==> src/rtl/tpg_pkg.sv <==
package tpg_pkg;
   localparam int TPG_CW = 16;   // component width of the output and colour store
   localparam int TPG_NSLOT = 6; // R0 G0 B0 R1 G1 B1

   localparam logic [1:0] SEL_CTRL   = 2'd0;
   localparam logic [1:0] SEL_PARAM  = 2'd1;
   localparam logic [1:0] SEL_COLOUR = 2'd2;

   localparam logic [2:0] MODE_SQUARES = 3'd0;
   localparam logic [2:0] MODE_VBARS   = 3'd1;
   localparam logic [2:0] MODE_HBARS   = 3'd2;
   localparam logic [2:0] MODE_RAMP1   = 3'd3;
   localparam logic [2:0] MODE_RAMP2   = 3'd4;

   localparam logic [1:0] DEPTH_6  = 2'd0;
   localparam logic [1:0] DEPTH_8  = 2'd1;
   localparam logic [1:0] DEPTH_10 = 2'd2;
   localparam logic [1:0] DEPTH_12 = 2'd3;

   typedef struct packed {
      logic [1:0] depth;
      logic       cea;
      logic [2:0] mode;
      logic       en;
   } tpg_ctrl_t;

   typedef struct packed {
      logic [TPG_CW-1:0] ofs;
      logic [3:0]        vres;
      logic [3:0]        hres;
      logic [3:0]        inc1;
      logic [3:0]        inc0;
   } tpg_param_t;

   typedef logic [TPG_NSLOT-1:0][TPG_CW-1:0] tpg_slots_t;
   typedef logic [2:0][TPG_CW-1:0]           tpg_rgb_t;
endpackage

==> src/rtl/tpg_pattern.sv <==
module tpg_pattern
   import tpg_pkg::*;
#(
   parameter int COORD_W = 14
) (
   input  tpg_ctrl_t           ctrl,
   input  tpg_param_t          param,
   input  tpg_slots_t          slots,
   input  logic [COORD_W-1:0]  pos_x,
   input  logic [COORD_W-1:0]  pos_y,
   output tpg_rgb_t            pat,
   output logic                pat_valid
);
   localparam int SW = COORD_W + TPG_CW + 1;          // ramp sum width
   localparam logic [TPG_CW-1:0] FULL    = '1;
   localparam logic [TPG_CW-1:0] CEA_HI  = TPG_CW'(235) << (TPG_CW - 8);
   localparam logic [TPG_CW-1:0] CEA_LO  = TPG_CW'(16)  << (TPG_CW - 8);

   initial assert (COORD_W >= 4 && COORD_W <= 16)
      else $error("COORD_W out of range");

   logic [COORD_W-1:0] bx;
   logic [2:0]         by_lo;
   logic [2:0]         sq_idx;
   logic [TPG_CW-1:0]  lvl_hi, lvl_lo;
   logic               alt_band;
   logic [3:0]         ramp_inc;
   logic [TPG_CW-1:0]  ramp_base;
   logic [SW-1:0]      ramp_sum;
   logic [TPG_CW-1:0]  ramp_val;
   logic [TPG_CW-1:0]  depth_mask;

   assign bx     = pos_x >> param.hres;
   assign by_lo  = 3'(pos_y >> param.vres);
   assign sq_idx = bx[2:0] + by_lo;
   assign lvl_hi = ctrl.cea ? CEA_HI : FULL;
   assign lvl_lo = ctrl.cea ? CEA_LO : '0;

   // second slope only on odd line bands of the dual ramp
   assign alt_band  = (ctrl.mode == MODE_RAMP2) && by_lo[0];
   assign ramp_inc  = alt_band ? param.inc1 : param.inc0;
   assign ramp_base = alt_band ? '0 : param.ofs;
   assign ramp_sum  = (SW'(bx) << ramp_inc) + SW'(ramp_base);
   assign ramp_val  = (|ramp_sum[SW-1:TPG_CW]) ? FULL : ramp_sum[TPG_CW-1:0];

   always_comb begin
      unique case (ctrl.depth)
         DEPTH_6:  depth_mask = FULL << (TPG_CW - 6);
         DEPTH_8:  depth_mask = FULL << (TPG_CW - 8);
         DEPTH_10: depth_mask = FULL << (TPG_CW - 10);
         default:  depth_mask = FULL << (TPG_CW - 12);
      endcase
   end

   always_comb begin
      pat_valid = ctrl.en;
      unique case (ctrl.mode)
         MODE_SQUARES, MODE_VBARS, MODE_HBARS, MODE_RAMP1, MODE_RAMP2: ;
         default: pat_valid = 1'b0;
      endcase
   end

   // component 0 = red, 1 = green, 2 = blue
   for (genvar c = 0; c < 3; c++) begin : g_comp
      logic [TPG_CW-1:0] raw;
      always_comb begin
         unique case (ctrl.mode)
            MODE_SQUARES: raw = sq_idx[2-c] ? lvl_hi : lvl_lo;
            MODE_VBARS:   raw = bx[0]    ? slots[c+3] : slots[c];
            MODE_HBARS:   raw = by_lo[0] ? slots[c+3] : slots[c];
            default:      raw = ramp_val;
         endcase
      end
      assign pat[c] = raw & depth_mask;
   end
endmodule

==> config.mk <==
export PLATFORM = sky130hd
export DESIGN_NAME = tpg_pattern
export DESIGN_NICKNAME = d
export VERILOG_FILES = /design/src/rtl/tpg_pkg.sv /design/src/rtl/tpg_pattern.sv
export SDC_FILE = /design/constraint.sdc
export NUM_CORES = 1
export LEC_CHECK = 0
export ABC_AREA = 1
export BUFFER_PORTS_ARGS = -buffer_cell sky130_fd_sc_hd__buf_2
export CORE_MARGIN = 1
export CORE_UTILIZATION = 30
export DETAILED_ROUTE_END_ITERATION = 7
export PLACE_DENSITY_LB_ADDON = 0.08
export SYNTH_ARGS = -nofsm -noshare
export SYNTH_HDL_FRONTEND = slang
export SYNTH_SLANG_ARGS = --single-unit
==> constraint.sdc <==
create_clock -name vclk -period 9.9
set_input_delay 1.98 -clock vclk [all_inputs]
set_output_delay 1.98 -clock vclk [all_outputs]
set_load 0.005 [all_outputs]
# Word level (Yosys, flattened, before mapping)
# Index checks and enable logic that the tools add are counted.
[word_totals]
ff_bits = 0
latch_bits = 0
mem_bits_rw = 0
romBits = 0
output_inout_bits = 49
word_cells = 38
memories = 0
[op_classes]
addsub = 2
n_mul = 0
div = 0
n_lt_le_gt_ge = 0
n_eq_ne = 6
shift = 3
mux = 19
n_bitwise = 3
reduce_logical = 5
[op_table]
columns = ["operator", "count"]
rows = [
  ["2-to-1 mux 16 bit", 11],
  ["case mux 16 bit (3 select lines)", 3],
  ["AND 16 bit", 3],
  ["adder 31 x 16 -> 31 bit", 1],
  ["<< shifter 14 x 4 -> 31 bit", 1],
  ["case mux 10 bit (3 select lines)", 1],
  ["2-to-1 mux 13 bit", 2],
  ["OR reduction 15 bit", 1],
  [">> shifter 14 x 4 -> 14 bit", 1],
  [">> shifter 14 x 4 -> 3 bit", 1],
  ["== test 3 x 2 -> 1 bit, second input constant", 2],
  ["OR reduction 5 bit", 1],
  ["2-to-1 mux 4 bit", 1],
  ["adder 3 bit", 1],
  ["== test 3 x 1 -> 1 bit, second input constant", 1],
  ["== test 3 bit, second input constant", 1],
  ["zero test 3 bit", 1],
  ["== test 2 x 1 -> 1 bit, second input constant", 1],
  ["== test 2 bit, second input constant", 1],
  ["zero test 2 bit", 1],
  ["logical AND 1 bit", 1],
  ["2-to-1 mux 1 bit", 1],
]

# Logic depth before layout (Yosys ltp)
# Gate-level depths: netlist of run 1.
[logic_depth]
ltp_word = 9
ltp_mapped = 40
ltp_nobuf = 38

# Least setup slack after synthesis of run 1
# No wires, ideal clock.
[synth_timing]
path_kind = "input-to-output"
start = "in param[13] in the netlist's numbering"
end = "out pat[14] in the netlist's numbering"
arrival_ps = 5555
required_ps = 7920
setup_slack_ps = 2365
stages = 32
n_path_buf = 4
path_cell_list = "buf_2 > nor2_2 > nand2_1 > nand2_1 > inv_2 > nand2_1 > nand2_2 > nand2_8 > nand2_8 > o21ai_2 > clkbuf_1 > clkbuf_1 > a31oi_1 > ha_1 > nand2_1 > nor4_1 > nand2_1 > nand2_1 > nand2_1 > nand2_1 > nand2_1 > nand2_2 > nand2_1 > nand2_1 > nand2_1 > nor2_1 > nand2_1 > nor2_2 > buf_6 > nand3_1 > nand2_1 > nand2_1"
[synth_rtl]
columns = ["item", "line_no", "source"]
rows = [
  ["start: declaration", "tpg_pattern.sv:7", "input tpg_param_t param,"],
  ["end: declaration", "tpg_pattern.sv:11", "output tpg_rgb_t pat,"],
]

==> results.cfg, run 1 <==
[drt]
first_pass_iters = 5
vias = 6412
wl_mm = 17.4
drc = 0
viasPerCell = 4.96
avgRoutedWirePerCell_um = 13.5
drtAntennaViolNets = 0
drtIter0Drc = 353

[worst_setup_path]
cp_slowest_stage_delay_ns = 0.74
crit_top_cell = nand2_1
crit_arrival_ns = 7.07
critPathRequiredTime_ns = 7.92
crit_fanout = 26
critPathCaptureType = primary output
slowest_stage = o21ai_2
critPathBufInv = 7
start_kind = input port
crit_type = in -> out
crit_family = simple AND/OR/NAND/NOR gates
startpoint = param[12]

[power_and_ir_drop]
combPwrFrac = 1.000
cellPowerDensity_nw_per_um2 = 65.0
switching_power_w = 0.000233
design_power_total_w = 0.000363
switching_share = 0.641
total_leakage_power_nw = 3.11
seqPwrFrac = 0
pwr-share-clk = 0
peakVddDrop_mv = 0.0181
p_int_w = 0.000130

[flow_run]
timing.max_cap.violations = 0

[placed_design]
dp_hpwl_mm = 14.7
gp_congestion = 0.883
port_buffers = 176

[final_layout]
drive_gt1_frac = 0.215
multiInputGateArea_um2 = 3990
nNetsFinal = 1290
area_delta_synth_final_pct = 19.3
fillers = 1842
n_sequential_cell = 0
seq_area_um2 = 0
diodes = 0
clockBufferCount = 0

[synth]
synth.cell_area_um2 = 4680
synth.top_cell.area_share = 0.245
synth_cells = 960
ys_types = 43
synth_area_leader_cell = nand2_1
yosysMostFrequentCell = nand2_1
synth_area_per_cell_um2 = 4.87
synth-seq-area-share = 0
synth_commonest_cells = nand2_1, nor2_1, nand3_1, inv_1, o21ai_0
synthTopCellsByArea = nand2_1, nand3_1, nor2_1, inv_1, o21ai_0
synth_warnings = 0

[min_path]
hp-start = ctrl[0]
min_to = pat_valid
hold_path_depth = 3
min_path_type = in -> out

[die]
pin_count = 212
die_h_um = 127
die_area_um2 = 16100
start_util = 0.308
die_w_um = 127
fp-row-count = 45
coreArea_um2 = 15200

[grt]
antenna_found_initial = 1
grt-ovfl-total = 0
track_usage = 0.205
grt_max_degree = 28
grt_pass1_vias = 5629
grt_pass1_wl_mm = 27.6

[timing]
timing.hold.ws_ns = 4.26
final_max_slew_viol_count = 0
setup_viol = 0
rsz0062_at_grt = no
finalHoldViolations = 0
fin_setup_tns_ns = 0
finalCriticalPeriod_ns = 9.05
tightest_slew_ns = 1.06
fmax_mhz = 111
max_slew_margin = 0.294
post-route-period-util = 0.914

[outcome]
status = finished clean

[clocking]
cts.repair.resized = 0
post-cts-setup-buffers = 0
cts_hold_buf = 0
## power groups by stage
stage,registers (W),logic [W],clock network (W)
CTS,0,0.000362,0
global route,0,0.000408,0
global placement,0,0.000363,0
detailed placement,0,0.000360,0
finish,0,0.000363,0
floorplan,0,0.000255,0
## worst max-delay path by stage
stage          endpoint  slack, ns  cells after the start
2_1_floorplan   pat[14]       2.36                     32
3_3_place_gp    pat[46]       0.85                     33
3_5_place_dp    pat[46]       0.87                     33
4_1_cts         pat[46]       0.86                     33
5_1_grt         pat[46]       0.19                     35
6_report        pat[46]       0.85                     34
## area by class of cell
cell class / count / area share
multi-input combinational: 809 / 0.715
tap: 188 / 0.0422
inverter: 114 / 0.0771
timing repair buffer: 182 / 0.166
## routing by layer
metal	up-vias	share of wire	track usage
li1	3406	-	-
met4	0	0.00040	0
met2	169	0.45	0.337
met5	-	0	0
met3	2	0.044	0.00928
met1	2835	0.51	0.310
## placed cells by master, fill, tap and decap left out, types with 3 or more instances in the layout
master,instances
a21oi_1,29
a221oi_1,21
a31oi_1,5
buf_2,176
buf_4,6
conb_1,12
ha_1,19
inv_1,101
inv_2,10
nand2_1,305
nand2_2,14
nand3_1,121
nand3_2,9
nand4_1,4
nor2_1,137
nor2_2,7
nor3_1,5
nor4_1,3
o21a_1,4
o21ai_0,68
o22ai_1,11
or2_2,4
xnor2_1,7
## through the flow
| stage | std cells | setup WS [ns] | cell area, µm² | utilization |
|---|---|---|---|---|
| 6_report | 1293 | 0.851 | 5580 | 0.367 |
| 5_1_grt | 1293 | 0.194 | 5580 | 0.367 |
| 4_1_cts | 1293 | 0.863 | 5580 | 0.367 |
| 3_5_place_dp | 1293 | 0.872 | 5580 | 0.367 |
| 3_3_place_gp | 1293 | 0.851 | 5580 | 0.367 |
| 2_1_floorplan | 971 | 2.36 | 4720 | - |
## cell families (layout without fill, tap and decap cells)
group	after synthesis	in the layout	share of synthesized area
other	1	12	0.000802
buffers and inverters	162	296	0.159
XOR/XNOR	9	9	0.0169
AND/OR/NAND/NOR	616	616	0.572
AO/OA/AOI/OAI	152	152	0.196
adder cells (fa/ha/maj)	20	20	0.0551
Power figures use the tool's default switching activity.
==> run 2, diff against run 1 <==
--- a/config.mk
+++ b/config.mk
@@ -7,10 +7,13 @@
 export LEC_CHECK = 0
 export ABC_AREA = 1
 export BUFFER_PORTS_ARGS = -buffer_cell sky130_fd_sc_hd__buf_2
+export CELL_PAD_IN_SITES_DETAIL_PLACEMENT = 1
+export CELL_PAD_IN_SITES_GLOBAL_PLACEMENT = 2
 export CORE_MARGIN = 1
-export CORE_UTILIZATION = 30
+export CORE_UTILIZATION = 24
 export DETAILED_ROUTE_END_ITERATION = 7
 export PLACE_DENSITY_LB_ADDON = 0.08
+export SETUP_SLACK_MARGIN = 0.5
 export SYNTH_ARGS = -nofsm -noshare
 export SYNTH_HDL_FRONTEND = slang
 export SYNTH_SLANG_ARGS = --single-unit
==> constraint.sdc (replaced) <==
create_clock -name vclk -period 10.9
set_input_delay 2.18 -clock vclk [all_inputs]
set_output_delay 2.18 -clock vclk [all_outputs]
set_load 0.005 [all_outputs]
==> results.cfg, run 2 (synthesized netlist as in run 1, its figures left out) <==
[final_layout]
area_delta_synth_final_pct = 21.2
clockBufferCount = 0
layout_commonest_cell = nand2_1
seq_area_um2 = 0
fin_area_um2 = 5670
final_cells = 1365
nNetsFinal = 1290
drive_gt1_frac = 0.215
n_sequential_cell = 0
mostFrequentLayoutCells = nand2_1, buf_2, nor2_1, nand3_1, inv_1
diodes = 0

[worst_setup_path]
slowest_stage = nor2_2
critPathCaptureType = primary output
cp_slowest_stage_delay_ns = 0.52
start_kind = input port
crit_type = in -> out
crit_fanout = 15
crit_top_cell = nand2_1
crit_arrival_ns = 7.52
critPathRequiredTime_ns = 8.72

[timing]
setup_viol = 0
tightest_slew_ns = 1.13
fmax_mhz = 103
final_max_slew_viol_count = 0
fin_setup_tns_ns = 0
timing.hold.ws_ns = 4.65
rsz0062_at_grt = no
post-route-period-util = 0.890
finalCriticalPeriod_ns = 9.70
finalHoldViolations = 0
max_slew_margin = 0.246

[power_and_ir_drop]
total_leakage_power_nw = 3.11
design_power_total_w = 0.000336
peakVddDrop_mv = 0.0144
cellPowerDensity_nw_per_um2 = 59.3

[placed_design]
gp_congestion = 0.832
place_inst = 1365
dp_hpwl_mm = 17.4
port_buffers = 176
placed_area_um2 = 5670

[die]
coreArea_um2 = 18900
die_h_um = 142
pin_count = 212
start_util = 0.248
die_area_um2 = 20000
die_w_um = 142
fp-row-count = 50

[grt]
grt-ovfl-total = 0
grt_pass1_vias = 6226
grt_max_degree = 26
track_usage = 0.198
antenna_found_initial = 3
grt_pass1_wl_mm = 32.5

[clocking]
cts.repair.resized = 0
cts_hold_buf = 0
post-cts-setup-buffers = 0

[drt]
drc = 0
vias = 6444
wl_mm = 20.1
drtAntennaViolNets = 0
first_pass_iters = 4
avgRoutedWirePerCell_um = 14.7
drtIter0Drc = 238
viasPerCell = 4.72

[flow_run]
timing.max_cap.violations = 0

[outcome]
status = finished clean

[min_path]
hold_path_depth = 3
min_path_type = in -> out
==> run 2: cell counts in the layout (fill, tap and decap cells not counted) <==
No cell type changed its count.
==> run 2: worst paths after layout <==
check,startpoint,end,slack (ns)
worst min-delay path,ctrl[0],pat_valid,4.65
worst max-delay path,param[8],pat[46],1.20
==> run 2: power breakdown <==
group,internal [W],switching (W),leakage [nW],total (W)
combinational,0.000117,0.000219,3.11,0.000336
clock,0,0,0,0
sequential,0,0,0,0
total,0.000117,0.000219,3.11,0.000336
==> run 2: worst max-delay path, delay by kind of cell <==
kind	cells	cell delay (ns)
AND/OR/NAND/NOR	19	2.88
adder cells (fa/ha/maj)	1	0.37
AO/OA/AOI/OAI	7	1.42
buffers and inverters	4	0.64
==> run 2: cell type report <==
cell class         count  area (µm²)
fillers             2745       13200
well taps            260         325
repair buffers       182         926
inverters            114         430
multi-input cells    809        3990
==> run 2: per-layer routing <==
metal	global-route usage	wire (µm)	vias to the layer above
met5	0	10	-
li1	-	-	3410
met4	0.00623	37	2
met2	0.335	8950	131
met3	0.0256	1020	4
met1	0.279	10100	2897
==> run 2: per-stage QoR <==
stage,util,worst slack (ns)
after CTS,0.300,1.17
after global routing,0.300,0.510
after global placement,0.300,1.16
after detailed placement,0.300,1.20
final,0.300,1.20
after floorplan,-,2.96
==> run 3, diff against run 2 <==
--- a/config.mk
+++ b/config.mk
@@ -12,6 +12,7 @@
 export CORE_MARGIN = 1
 export CORE_UTILIZATION = 24
 export DETAILED_ROUTE_END_ITERATION = 7
+export MAX_ROUTING_LAYER = met4
 export PLACE_DENSITY_LB_ADDON = 0.08
 export SETUP_SLACK_MARGIN = 0.5
 export SYNTH_ARGS = -nofsm -noshare
==> constraint.sdc (replaced) <==
create_clock -name vclk -period 10.9
set_input_delay 3.27 -clock vclk [all_inputs]
set_output_delay 3.27 -clock vclk [all_outputs]
set_load 0.005 [all_outputs]
==> results.cfg, run 3 (synthesized netlist as in run 1, its figures left out) <==
[min_path]
min_path_type = in -> out
hold_path_depth = 3
min_to = pat_valid
hp-start = ctrl[0]

[worst_setup_path]
crit_top_cell = nand2_2
critPathRequiredTime_ns = 7.63
crit_arrival_ns = 7.35
crit_family = simple AND/OR/NAND/NOR gates
critPathCaptureType = primary output
start_kind = input port
crit_fanout = 11
critPathBufInv = 10
crit_type = in -> out
slowest_stage = ha_4
cp_slowest_stage_delay_ns = 0.25

[die]
fp-row-count = 50
die_w_um = 142
die_area_um2 = 20000
coreArea_um2 = 18900
die_h_um = 142
start_util = 0.248
pin_count = 212

[grt]
track_usage = 0.211
grt_max_degree = 26
grt-ovfl-total = 0
grt_pass1_vias = 6738
grt_pass1_wl_mm = 33.7
antenna_found_initial = 1

[timing]
finalCriticalPeriod_ns = 10.62
rsz0062_at_grt = yes
post-route-period-util = 0.975
finalHoldViolations = 0
final_max_slew_viol_count = 0
fmax_mhz = 94.1
setup_viol = 0
tightest_slew_ns = 1.15
fin_setup_tns_ns = 0
max_slew_margin = 0.236

[power_and_ir_drop]
peakVddDrop_mv = 0.0198
total_leakage_power_nw = 4.04
cellPowerDensity_nw_per_um2 = 66.8

[final_layout]
mostFrequentLayoutCells = nand2_1, buf_2, nor2_1, buf_4, inv_1
clockBufferCount = 0
seq_area_um2 = 0
area_delta_synth_final_pct = 69.7
drive_gt1_frac = 0.432
fin_area_um2 = 7940
n_sequential_cell = 0
layout_commonest_cell = nand2_1
nNetsFinal = 1433

[placed_design]
gp_congestion = 0.823
placed_area_um2 = 6560
port_buffers = 176
dp_hpwl_mm = 18.1

[outcome]
status = finished clean

[drt]
viasPerCell = 4.73
vias = 7140
drtAntennaViolNets = 0
drtIter0Drc = 212
avgRoutedWirePerCell_um = 15.0
wl_mm = 22.6
drc = 0
first_pass_iters = 4

[clocking]
cts_hold_buf = 0

[flow_run]
timing.max_cap.violations = 0
run 3: worst min-delay path: stages:
cell,delay [ns]
buf_2,0.08
o21a_1,0.10
buf_2,0.11
run 3: layer usage:
layer	vias to the layer above	global-route usage	part of all wire
met5	-	-	0
met4	0	0.00396	0.0061
met3	8	0.0138	0.034
met2	140	0.354	0.48
met1	3284	0.292	0.48
li1	3708	-	-
run 3: per-stage QoR:
step,std cells,util,total power [W],setup slack [ns],hold WS [ns]
after floorplan,971,-,0.000232,0.785,6.63
after global placement,1473,0.347,0.000404,-0.118,6.83
after detailed placement,1473,0.347,0.000406,-0.162,6.84
after CTS,1480,0.360,0.000431,0.150,6.84
after global routing,1509,0.420,0.000580,-0.0118,6.86
final,1509,0.420,0.000530,0.276,6.84
run 3: worst max-delay path by stage:
| stage | slack, ns | depth (start not counted) | startpoint | end |
|---|---|---|---|---|
| after floorplan | 0.78 | 32 | param[13] | pat[14] |
| after global placement | -0.12 | 32 | param[8] | pat[30] |
| after detailed placement | -0.16 | 32 | param[8] | pat[14] |
| after CTS | 0.15 | 38 | param[8] | pat[46] |
| after global routing | -0.01 | 37 | param[14] | pat[4] |
| final | 0.28 | 37 | param[14] | pat[4] |
run 3: where the power goes:
part / switching [W] / internal [W] / total (W)
Clock: 0 / 0.0000000000123 / 0.0000000000123
Combinational: 0.000296 / 0.000234 / 0.000530
Sequential: 0 / 0 / 0
run 3: cell type report:
cell class                 count  area (µm²)
inverter                     114         469
multi-input combinational    809        4910
antenna                        1        2.50
timing repair inverter         2        16.3
tap                          260         325
timing repair buffer         323        2210
fill                        2630       11000
run 3: what timing repair did:
action | 4_1_cts | 5_1_grt
gates cloned | 1 | 4
setup endpoints to repair | 36 | 36
setup buffers | 6 | 24
gates resized for setup | 60 | 218
pin swaps | 12 | 73
